<file path="src/rtl/arr_pkg.sv">
package arr_pkg;
  localparam int PA_W   = 36;
  localparam int DATA_W = 32;

  localparam int N_TGT   = 6;
  localparam int T_SYS   = 0;
  localparam int T_PCIE  = 1;
  localparam int T_MSI   = 2;
  localparam int T_CFG   = 3;
  localparam int T_DRAM  = 4;
  localparam int T_ABORT = 5;

  localparam int N_WIN = 4;
  localparam int W_MSI = 0;
  localparam int W_IO0 = 1;
  localparam int W_IO2 = 2;
  localparam int W_IO3 = 3;

  localparam int APER_SHIFT = 28;
  localparam int BASE_W     = PA_W - APER_SHIFT;
  localparam logic [BASE_W-1:0] BASE_RST = 8'h0E;

  typedef logic [PA_W-1:0] paddr_t;
  typedef logic [N_TGT-1:0] tgt_t;

  localparam paddr_t WIN_LO [N_WIN] = '{
    36'h0_FEE0_0000, 36'h0_FEC0_0000, 36'h0_FEC8_0000, 36'h0_FEC8_1000};
  localparam paddr_t WIN_HI [N_WIN] = '{
    36'h0_FEEF_FFFF, 36'h0_FEC7_FFFF, 36'h0_FEC8_0FFF, 36'h0_FEC8_1FFF};
endpackage

</file>
<file path="src/rtl/arr_rst_sync.sv">
module arr_rst_sync (
  input  logic clk,
  input  logic rst_n,
  output logic rst_ns
);
  logic stage_q;
  logic out_q;

  always_ff @(posedge clk or negedge rst_n) begin
    if (!rst_n) begin
      stage_q <= 1'b0;
      out_q   <= 1'b0;
    end else begin
      stage_q <= 1'b1;
      out_q   <= stage_q;
    end
  end

  assign rst_ns = out_q;
endmodule

</file>
<file path="src/rtl/arr_win_cmp.sv">
module arr_win_cmp #(
  parameter int PA_W = arr_pkg::PA_W,
  parameter logic [PA_W-1:0] LO = '0,
  parameter logic [PA_W-1:0] HI = '0
) (
  input  logic [PA_W-1:0] addr,
  output logic            hit
);
  always_comb begin
    hit = (addr >= LO) && (addr <= HI);
  end
endmodule

</file>
<file path="src/rtl/arr_ctl_regs.sv">
module arr_ctl_regs
  import arr_pkg::*;
#(
  parameter int AW = PA_W,
  parameter int SH = APER_SHIFT,
  localparam int BW = AW - SH
) (
  input  logic          clk,
  input  logic          rst_ns,
  input  logic          base_we,
  input  logic [AW-1:0] base_wdata,
  input  logic          win_en_we,
  input  logic          win_en_val,
  output logic [BW-1:0] base,
  output logic          win_on
);
  logic [BW-1:0] base_q, base_d;
  logic          win_q, win_d;

  always_comb begin
    base_d = base_q;
    win_d  = win_q;
    if (base_we)   base_d = base_wdata[AW-1:SH];
    if (win_en_we) win_d  = win_en_val;
  end

  always_ff @(posedge clk or negedge rst_ns) begin
    if (!rst_ns) begin
      base_q <= BW'(BASE_RST);
      win_q  <= 1'b0;
    end else begin
      if (base_we)   base_q <= base_d;
      if (win_en_we) win_q  <= win_d;
    end
  end

  assign base   = base_q;
  assign win_on = win_q;

  p_base_load_r8: assert property (@(posedge clk) disable iff (!rst_ns)
    base_we |=> base == $past(base_wdata[AW-1:SH]));
  p_base_hold_r8: assert property (@(posedge clk) disable iff (!rst_ns)
    !base_we |=> $stable(base));
  p_win_hold_r6: assert property (@(posedge clk) disable iff (!rst_ns)
    !win_en_we |=> $stable(win_on));
endmodule

</file>
<file path="src/rtl/arr_decode.sv">
module arr_decode
  import arr_pkg::*;
#(
  parameter int AW = PA_W,
  parameter int SH = APER_SHIFT,
  parameter int NW = N_WIN,
  localparam int BW = AW - SH
) (
  input  logic [AW-1:0] addr,
  input  logic          write,
  input  logic [BW-1:0] base,
  input  logic          win_on,
  input  logic [NW-1:0] win_hit,
  output tgt_t          tgt
);
  logic io_hi_hit;
  logic aper_hit;

  always_comb begin
    io_hi_hit = win_hit[W_IO2] | win_hit[W_IO3];
    aper_hit  = (addr[AW-1:SH] == base);
    tgt       = '0;
    if (win_hit[W_MSI]) begin
      if (write) tgt[T_MSI]   = 1'b1;
      else       tgt[T_ABORT] = 1'b1;
    end else if (win_hit[W_IO0]) begin
      tgt[T_SYS] = 1'b1;
    end else if (io_hi_hit) begin
      if (win_on) tgt[T_PCIE] = 1'b1;
      else        tgt[T_SYS]  = 1'b1;
    end else if (aper_hit) begin
      tgt[T_CFG] = 1'b1;
    end else begin
      tgt[T_DRAM] = 1'b1;
    end
  end
endmodule

</file>
<file path="src/rtl/arr_rsp_reg.sv">
module arr_rsp_reg
  import arr_pkg::*;
#(
  parameter int DW = DATA_W
) (
  input  logic          clk,
  input  logic          rst_ns,
  input  logic          req_valid,
  input  tgt_t          tgt,
  input  logic [DW-1:0] wdata,
  output logic          rsp_valid,
  output tgt_t          rsp_target,
  output logic          rsp_error,
  output logic [DW-1:0] rsp_rdata,
  output logic [DW-1:0] msi_data
);
  logic          vld_q, vld_d;
  tgt_t          tgt_q, tgt_d;
  logic          err_q, err_d;
  logic [DW-1:0] rd_q, rd_d;
  logic [DW-1:0] md_q, md_d;
  logic          upd_en;

  always_comb begin
    vld_d = req_valid;
    tgt_d = '0;
    err_d = 1'b0;
    rd_d  = '0;
    md_d  = '0;
    if (req_valid) begin
      tgt_d = tgt;
      err_d = tgt[T_ABORT];
      rd_d  = {DW{tgt[T_ABORT]}};
      md_d  = tgt[T_MSI] ? wdata : '0;
    end
    upd_en = req_valid | vld_q;
  end

  always_ff @(posedge clk or negedge rst_ns) begin
    if (!rst_ns) begin
      vld_q <= 1'b0;
      tgt_q <= '0;
      err_q <= 1'b0;
      rd_q  <= '0;
      md_q  <= '0;
    end else begin
      vld_q <= vld_d;
      if (upd_en) begin
        tgt_q <= tgt_d;
        err_q <= err_d;
        rd_q  <= rd_d;
        md_q  <= md_d;
      end
    end
  end

  assign rsp_valid  = vld_q;
  assign rsp_target = tgt_q;
  assign rsp_error  = err_q;
  assign rsp_rdata  = rd_q;
  assign msi_data   = md_q;
endmodule

</file>
<file path="src/rtl/addr_region_router.sv">
module addr_region_router
  import arr_pkg::*;
#(
  parameter int AW = PA_W,
  parameter int DW = DATA_W
) (
  input  logic          clk,
  input  logic          rst_n,
  input  logic          req_valid,
  input  logic [AW-1:0] req_addr,
  input  logic          req_write,
  input  logic [DW-1:0] req_wdata,
  input  logic          base_we,
  input  logic [AW-1:0] base_wdata,
  input  logic          win_en_we,
  input  logic          win_en_val,
  output logic          rsp_valid,
  output logic [N_TGT-1:0] rsp_target,
  output logic          rsp_error,
  output logic [DW-1:0] rsp_rdata,
  output logic [DW-1:0] msi_data
);
  localparam int BW = AW - APER_SHIFT;

  logic          rst_ns;
  logic [BW-1:0] base;
  logic          win_on;
  logic [N_WIN-1:0] win_hit;
  tgt_t          tgt;

  arr_rst_sync u_rst (.clk(clk), .rst_n(rst_n), .rst_ns(rst_ns));

  arr_ctl_regs #(.AW(AW), .SH(APER_SHIFT)) u_ctl (
    .clk(clk), .rst_ns(rst_ns),
    .base_we(base_we), .base_wdata(base_wdata),
    .win_en_we(win_en_we), .win_en_val(win_en_val),
    .base(base), .win_on(win_on));

  for (genvar w = 0; w < N_WIN; w++) begin : g_win
    arr_win_cmp #(.PA_W(AW), .LO(AW'(WIN_LO[w])), .HI(AW'(WIN_HI[w]))) u_cmp (
      .addr(req_addr), .hit(win_hit[w]));
  end

  arr_decode #(.AW(AW), .SH(APER_SHIFT), .NW(N_WIN)) u_dec (
    .addr(req_addr), .write(req_write), .base(base), .win_on(win_on),
    .win_hit(win_hit), .tgt(tgt));

  arr_rsp_reg #(.DW(DW)) u_rsp (
    .clk(clk), .rst_ns(rst_ns), .req_valid(req_valid), .tgt(tgt),
    .wdata(req_wdata), .rsp_valid(rsp_valid), .rsp_target(rsp_target),
    .rsp_error(rsp_error), .rsp_rdata(rsp_rdata), .msi_data(msi_data));

  logic in_msi, in_io0, in_io_hi;
  assign in_msi   = req_addr[AW-1:20] == 16'h0FEE;
  assign in_io0   = req_addr[AW-1:19] == 17'h01FD8;
  assign in_io_hi = req_addr[AW-1:13] == 23'h07F640;

  p_strobe_r1: assert property (@(posedge clk) disable iff (!rst_ns)
    req_valid |=> rsp_valid);
  p_quiet_r1: assert property (@(posedge clk) disable iff (!rst_ns)
    !req_valid |=> !rsp_valid && rsp_target == '0 && !rsp_error);
  p_onehot_r1: assert property (@(posedge clk) disable iff (!rst_ns)
    rsp_valid |-> $countones(rsp_target) == 1);
  p_msi_fwd_r2: assert property (@(posedge clk) disable iff (!rst_ns)
    req_valid && req_write && in_msi |=>
      rsp_target[T_MSI] && !rsp_target[T_DRAM] && msi_data == $past(req_wdata));
  p_msi_abort_r3: assert property (@(posedge clk) disable iff (!rst_ns)
    req_valid && !req_write && in_msi |=>
      rsp_target[T_ABORT] && rsp_error && (&rsp_rdata));
  p_io0_sys_r4: assert property (@(posedge clk) disable iff (!rst_ns)
    req_valid && in_io0 |=> rsp_target[T_SYS]);
  p_io_hi_en_r5: assert property (@(posedge clk) disable iff (!rst_ns)
    req_valid && in_io_hi && win_on |=> rsp_target[T_PCIE]);
  p_io_hi_dis_r6: assert property (@(posedge clk) disable iff (!rst_ns)
    req_valid && in_io_hi && !win_on |=> rsp_target[T_SYS]);
endmodule

</file>
<file path="config.mk">
export PLATFORM = sky130hd
export DESIGN_NAME = addr_region_router
export DESIGN_NICKNAME = d
export VERILOG_FILES = /design/src/rtl/arr_pkg.sv /design/src/rtl/arr_rst_sync.sv /design/src/rtl/arr_win_cmp.sv /design/src/rtl/arr_ctl_regs.sv /design/src/rtl/arr_decode.sv /design/src/rtl/arr_rsp_reg.sv /design/src/rtl/addr_region_router.sv
export SDC_FILE = /design/constraint.sdc
export NUM_CORES = 1
export LEC_CHECK = 0
export BUFFER_PORTS_ARGS = -buffer_cell sky130_fd_sc_hd__buf_4
export CAP_MARGIN = 20
export CELL_PAD_IN_SITES_DETAIL_PLACEMENT = 1
export CELL_PAD_IN_SITES_GLOBAL_PLACEMENT = 1
export CORE_MARGIN = 2
export CORE_UTILIZATION = 29
export CTS_BUF_LIST = sky130_fd_sc_hd__clkbuf_2 sky130_fd_sc_hd__clkbuf_4 sky130_fd_sc_hd__clkbuf_8
export DETAILED_ROUTE_END_ITERATION = 10
export PLACE_DENSITY_LB_ADDON = 0.1
export SYNTH_ARGS = -nofsm -noshare
export SYNTH_HDL_FRONTEND = slang
export SYNTH_SLANG_ARGS = --single-unit
</file>
<file path="constraint.sdc">
create_clock -name clk -period 1.8 [get_ports clk]
set_input_delay 0 -clock clk [delete_from_list [all_inputs] [get_ports clk]]
set_output_delay 0 -clock clk [all_outputs]
set_load 0.05 [all_outputs]
</file>
# --- After elaboration in Yosys (flattened, before gate mapping) ---
# Index checks and enable logic that the tools add are counted.
classes:
  magnitude_cmp: 8
  eq_ne: 1
  n_mux: 20
  n_bitwise: 2
  reduce_logical: 4
ops:
  columns: ["cell", "count"]
  rows:
  - ["$ge A36 B32 Y1 const B", 4]
  - ["$le A36 B32 Y1 const B", 4]
  - ["$mux W32", 3]
  - ["$mux W1", 11]
  - ["$mux W2", 5]
  - ["$eq A8 B8 Y1", 1]
  - ["$mux W6", 1]
  - ["$logic_and A1 B1 Y1", 4]
  - ["$or A1 B1 Y1", 2]
word_totals:
  register_bits: 83
  inputBits: 111
  output_inout_bits: 72
  word_cells: 44

# --- Depth between registers and ports, before layout ---
depth:
  depth_word: 7
  mapped_depth: 6
  depth_no_buf: 4

# --- Cells and area by module ---
# Synthesis repeated with hierarchy kept, for this count alone.
unflattened:
  cells_unflattened: 207
  hier_area_um2: 2641.3
modules_own_cells:
  columns: ["mod", "instances", "cells_each", "area_each_um2"]
  rows:
  - ["arr_rsp_reg", 1, 121, 1652.8]
  - ["arr_ctl_regs", 1, 19, 371.6]
  - ["arr_decode", 1, 21, 150.1]
  - ["arr_win_cmp (g_win[0].u_cmp)", 1, 14, 125.1]
  - ["arr_win_cmp (g_win[1].u_cmp)", 1, 13, 122.6]
  - ["arr_win_cmp (g_win[2].u_cmp)", 1, 8, 83.8]
  - ["arr_win_cmp (g_win[3].u_cmp)", 1, 8, 81.3]
  - ["arr_rst_sync", 1, 3, 53.8]

# --- Least setup slack after synthesis ---
# No wires, ideal clock.
synth_timing:
  path_type: "input-to-reg"
  start: "in req_addr[35]"
  end: "reg u_rsp.tgt_q[1] (netlist: u_rsp.rsp_target[1])"
  arrival_time_ns: 1.456
  required_ns: 1.678
  setup_slack_ns: 0.222
  path_stages: 4
  n_path_buf: 0
  cell_sequence: "or4_4 or4_4 o21a_1 a32o_1"
synth_via:
  elab_chain_cells: 7
synth_rtl:
  columns: ["element", "line_no", "rtl"]
  rows:
  - ["start: declaration", "addr_region_router.sv:10", "input logic [AW-1:0] req_addr,"]
  - ["$ge A36 B32 Y1 / $le A36 B32 Y1 (equally long branches)", "arr_win_cmp.sv:10", "hit = (addr >= LO) && (addr <= HI);"]
  - ["$logic_and A1 B1 Y1", "arr_win_cmp.sv:10", null]
  - ["$or A1 B1 Y1", "arr_decode.sv:20", "io_hi_hit = win_hit[W_IO2] | win_hit[W_IO3];"]
  - ["$mux W2", "arr_decode.sv:28", "end else if (io_hi_hit) begin"]
  - ["$mux W1", "arr_decode.sv:26", "end else if (win_hit[W_IO0]) begin"]
  - ["$mux W2 (*)", "arr_decode.sv:23", "if (win_hit[W_MSI]) begin"]
  - ["$mux W6 (*)", "arr_rsp_reg.sv:30", "if (req_valid) begin"]
  - ["end signal: assignment", "arr_rsp_reg.sv:49", "tgt_q <= tgt_d;"]
  - ["end: declaration", "arr_rsp_reg.sv:18", "tgt_t tgt_q, tgt_d;"]
# Mark *: on every way between the ends. The rest lies on a longest branch, timed or not.
# A chain may end at the register's enable or synchronous reset.

# --- Worst setup path after layout ---
# Ends and elaborated chain as after synthesis.

==> reports/results.txt <==
First-pass iteration count of the detailed router: 4
GPL Wtd Cong: 0.669
Placed cell area: 0.00323 mm^2
Setup tns final: 0 ns
Final ANT Viol Nets: 0
Comb pwr share: 15.5%
Tot Pwr: 2.19 mW
Final Setup Violations: 0
H-tree depth: 2
Die Y: 92.3 um
PD cells: 580 mW/mm^2
CP Max Fanout: 3
Final instance area: 0.00378 mm^2
Clk_lat worst skew: 0.30 ns
CTS hold repair buffers: 45
Antenna violations before repair: 0
Routed len/inst: 15.2 um
Cell area after synthesis: 0.00226 mm^2
Sw power: 0.535 mW
Synth Area per Inst: 12.7 um^2
Status: finished clean
YS warnings: 0
Crit Path Class: primary input to flip-flop
RSZ-0062 raised after global routing: no
R2r setup slk: 0.45 ns
Setup Fix Bufs, Post-CTS: 0
CTS tree: yes
Switching Fraction: 24.4%
Post-Route Utilization: 49.4%
DR vias: 1,942
Synthesized Nets: 289
Via-to-Cell Ratio: 4.42
Fin. Hold Viols: 0
Starting Density: 29.6%
Filler Cell Count: 822
GRT Total Usage: 15.5%
Hold Slack: 0.0340 ns
Distinct cells, synth: 32
Total CTS buffers: 5
Root Driver: clkbuf_8
First-pass GRT wire length: 10.4 mm
Nets: 447
Layout Skew: 0.0140 ns
Synth Register Bits: 50
Reg clk slew, reported paths: 0.09 ns
Max_cap viols: 0
Commonest non-fill, non-tap cell in the layout: buf_4
Leakage power: 1.90 nW
Clock power share: 30.8%
Pint: 1.65 mW
Worst Setup End Kind: flip-flop
Clock sinks: 50
Number of flops mapped to enable cells by yosys: 0
Register share of total power: 53.7%
Core Box Area: 0.00765 mm^2
WL final: 6.69 mm
Row count: 32
Share of post-route cells with drive strength above 1: 51.6%
Max Clock Freq: 694 MHz
IO Pins: 183
Port buffer count: 142
Detail Placement HPWL: 4.53 mm
Max clock buf depth: 2
Post-synthesis cell count: 178
CP startpoint kind: primary input
CP arrival: 1.63 ns
Largest net degree at the start of global routing: 35
Crit path time final: 1.44 ns
Initial DRC count: 65
Async S/R FF share, synth: 100%
Total grt overflow: 0
Register area share after synthesis: 55.5%
Post-synth top flop: dfrtp_1
Fin. max-slew vios: 0
Post-CTS sizing: 0
P&R area growth vs syn: 67.1%
Hold Crit Class: primary input to flip-flop
Die W: 92.3 um
Most frequent cells in the layout: buf_4 (145), dfrtp_1 (46), dlygate4sd3_1 (45)
CP Data Required Time: 1.99 ns
Final Cycle Share: 80.1%
ANT cells: 0
Die area: 0.00852 mm^2
VDD IR max: 298 uV
Vias in the first global route: 1,989
Residual DRC: 0
[final cells by class]
class	instances	area [um^2]	area share [%]
clock inverter	3	25.0	0.662
sequential	50	1260	33.3
inverter	2	7.51	0.199
timing repair buffer	193	1600	42.3
clock buffer	5	68.8	1.82
tap	102	128	3.38
multi-input combinational	84	693	18.4
[sequential cells by signal, summed over array words and instances (netlist names)]
signal and count:
u_rsp.msi_data 32, u_ctl.base 8, u_rsp.rsp_target 6, u_ctl.win_on 1
u_rsp.rsp_valid 1, u_rst.rst_ns 1, u_rst.stage_q 1
[power groups by stage]
stage | combinational (mW) | clock, mW | sequential, mW
2_1_floorplan | 0.0776 | 0 | 1.21
3_3_place_gp | 0.254 | 0 | 1.20
3_5_place_dp | 0.258 | 0 | 1.20
4_1_cts | 0.340 | 0.712 | 1.18
5_1_grt | 0.368 | 0.762 | 1.18
6_report | 0.339 | 0.674 | 1.18
[critical path, cell delays in order]
cell	delay, ns
buf_4	0.12
or4_4	0.55
or4_4	0.51
o21a_1	0.22
a32o_1	0.24
[path summary, 6_finish.rpt]
path / startpoint / to / depth (start not counted)
min in group asynchronous: u_rst.rst_ns / u_ctl.base[4] / 0
min reg2reg: u_rst.rst_ns / u_ctl.base[4] / 0
max: req_addr[35] / u_rsp.rsp_target[1] / 5
max in group asynchronous: u_rst.rst_ns / u_rsp.msi_data[17] / 1
min: req_write / u_rsp.rsp_target[5] / 3
max reg2reg: u_ctl.win_on / u_ctl.win_on / 2
[synth_stat cells (2+ instances only)]
master     n  share of area (%)
dfrtp_1   47                 52
buf_4     34                 11
a22o_1    33                 13
mux2_2     9                4.5
xnor2_1    8                3.1
clkbuf_1   5               0.83
a32o_1     3                1.3
buf_6      3                1.5
dfstp_2    3                3.5
nor2_1     3               0.50
and2_1     2               0.55
and3_1     2               0.55
inv_1      2               0.33
nand2_1    2               0.33
nand3_1    2               0.44
nand4_1    2               0.55
o21ai_0    2               0.44
or4_4      2                1.0
[layer usage]
| layer | global-route usage [%] | vias up | wire length [um] |
|---|---|---|---|
| li1 | - | 926 | - |
| met1 | 19.6 | 936 | 2820 |
| met2 | 27.5 | 74 | 3490 |
| met3 | 3.25 | 6 | 326 |
| met4 | 3.36 | 0 | 54 |
| met5 | 0 | - | 0 |
[metrics by stage]
stage	cells	worst slack, ns
2_1_floorplan	178	0.222
3_3_place_gp	386	0.0356
3_5_place_dp	386	0.0396
4_1_cts	439	0.374
5_1_grt	439	0.349
6_report	439	0.359
[logic make-up after synthesis]
| kind of cell | Yosys count | share of synthesized area [%] |
|---|---|---|
| AOI/OAI and AO/OA | 44 | 16.4 |
| xor gates and xnor gates | 8 | 3.10 |
| buffers and inverters | 44 | 13.9 |
| DFF | 50 | 55.5 |
| muxes | 9 | 4.48 |
| other | 1 | 0.166 |
| and+or+nand+nor | 22 | 6.36 |
(Power assumes the default switching activity.)
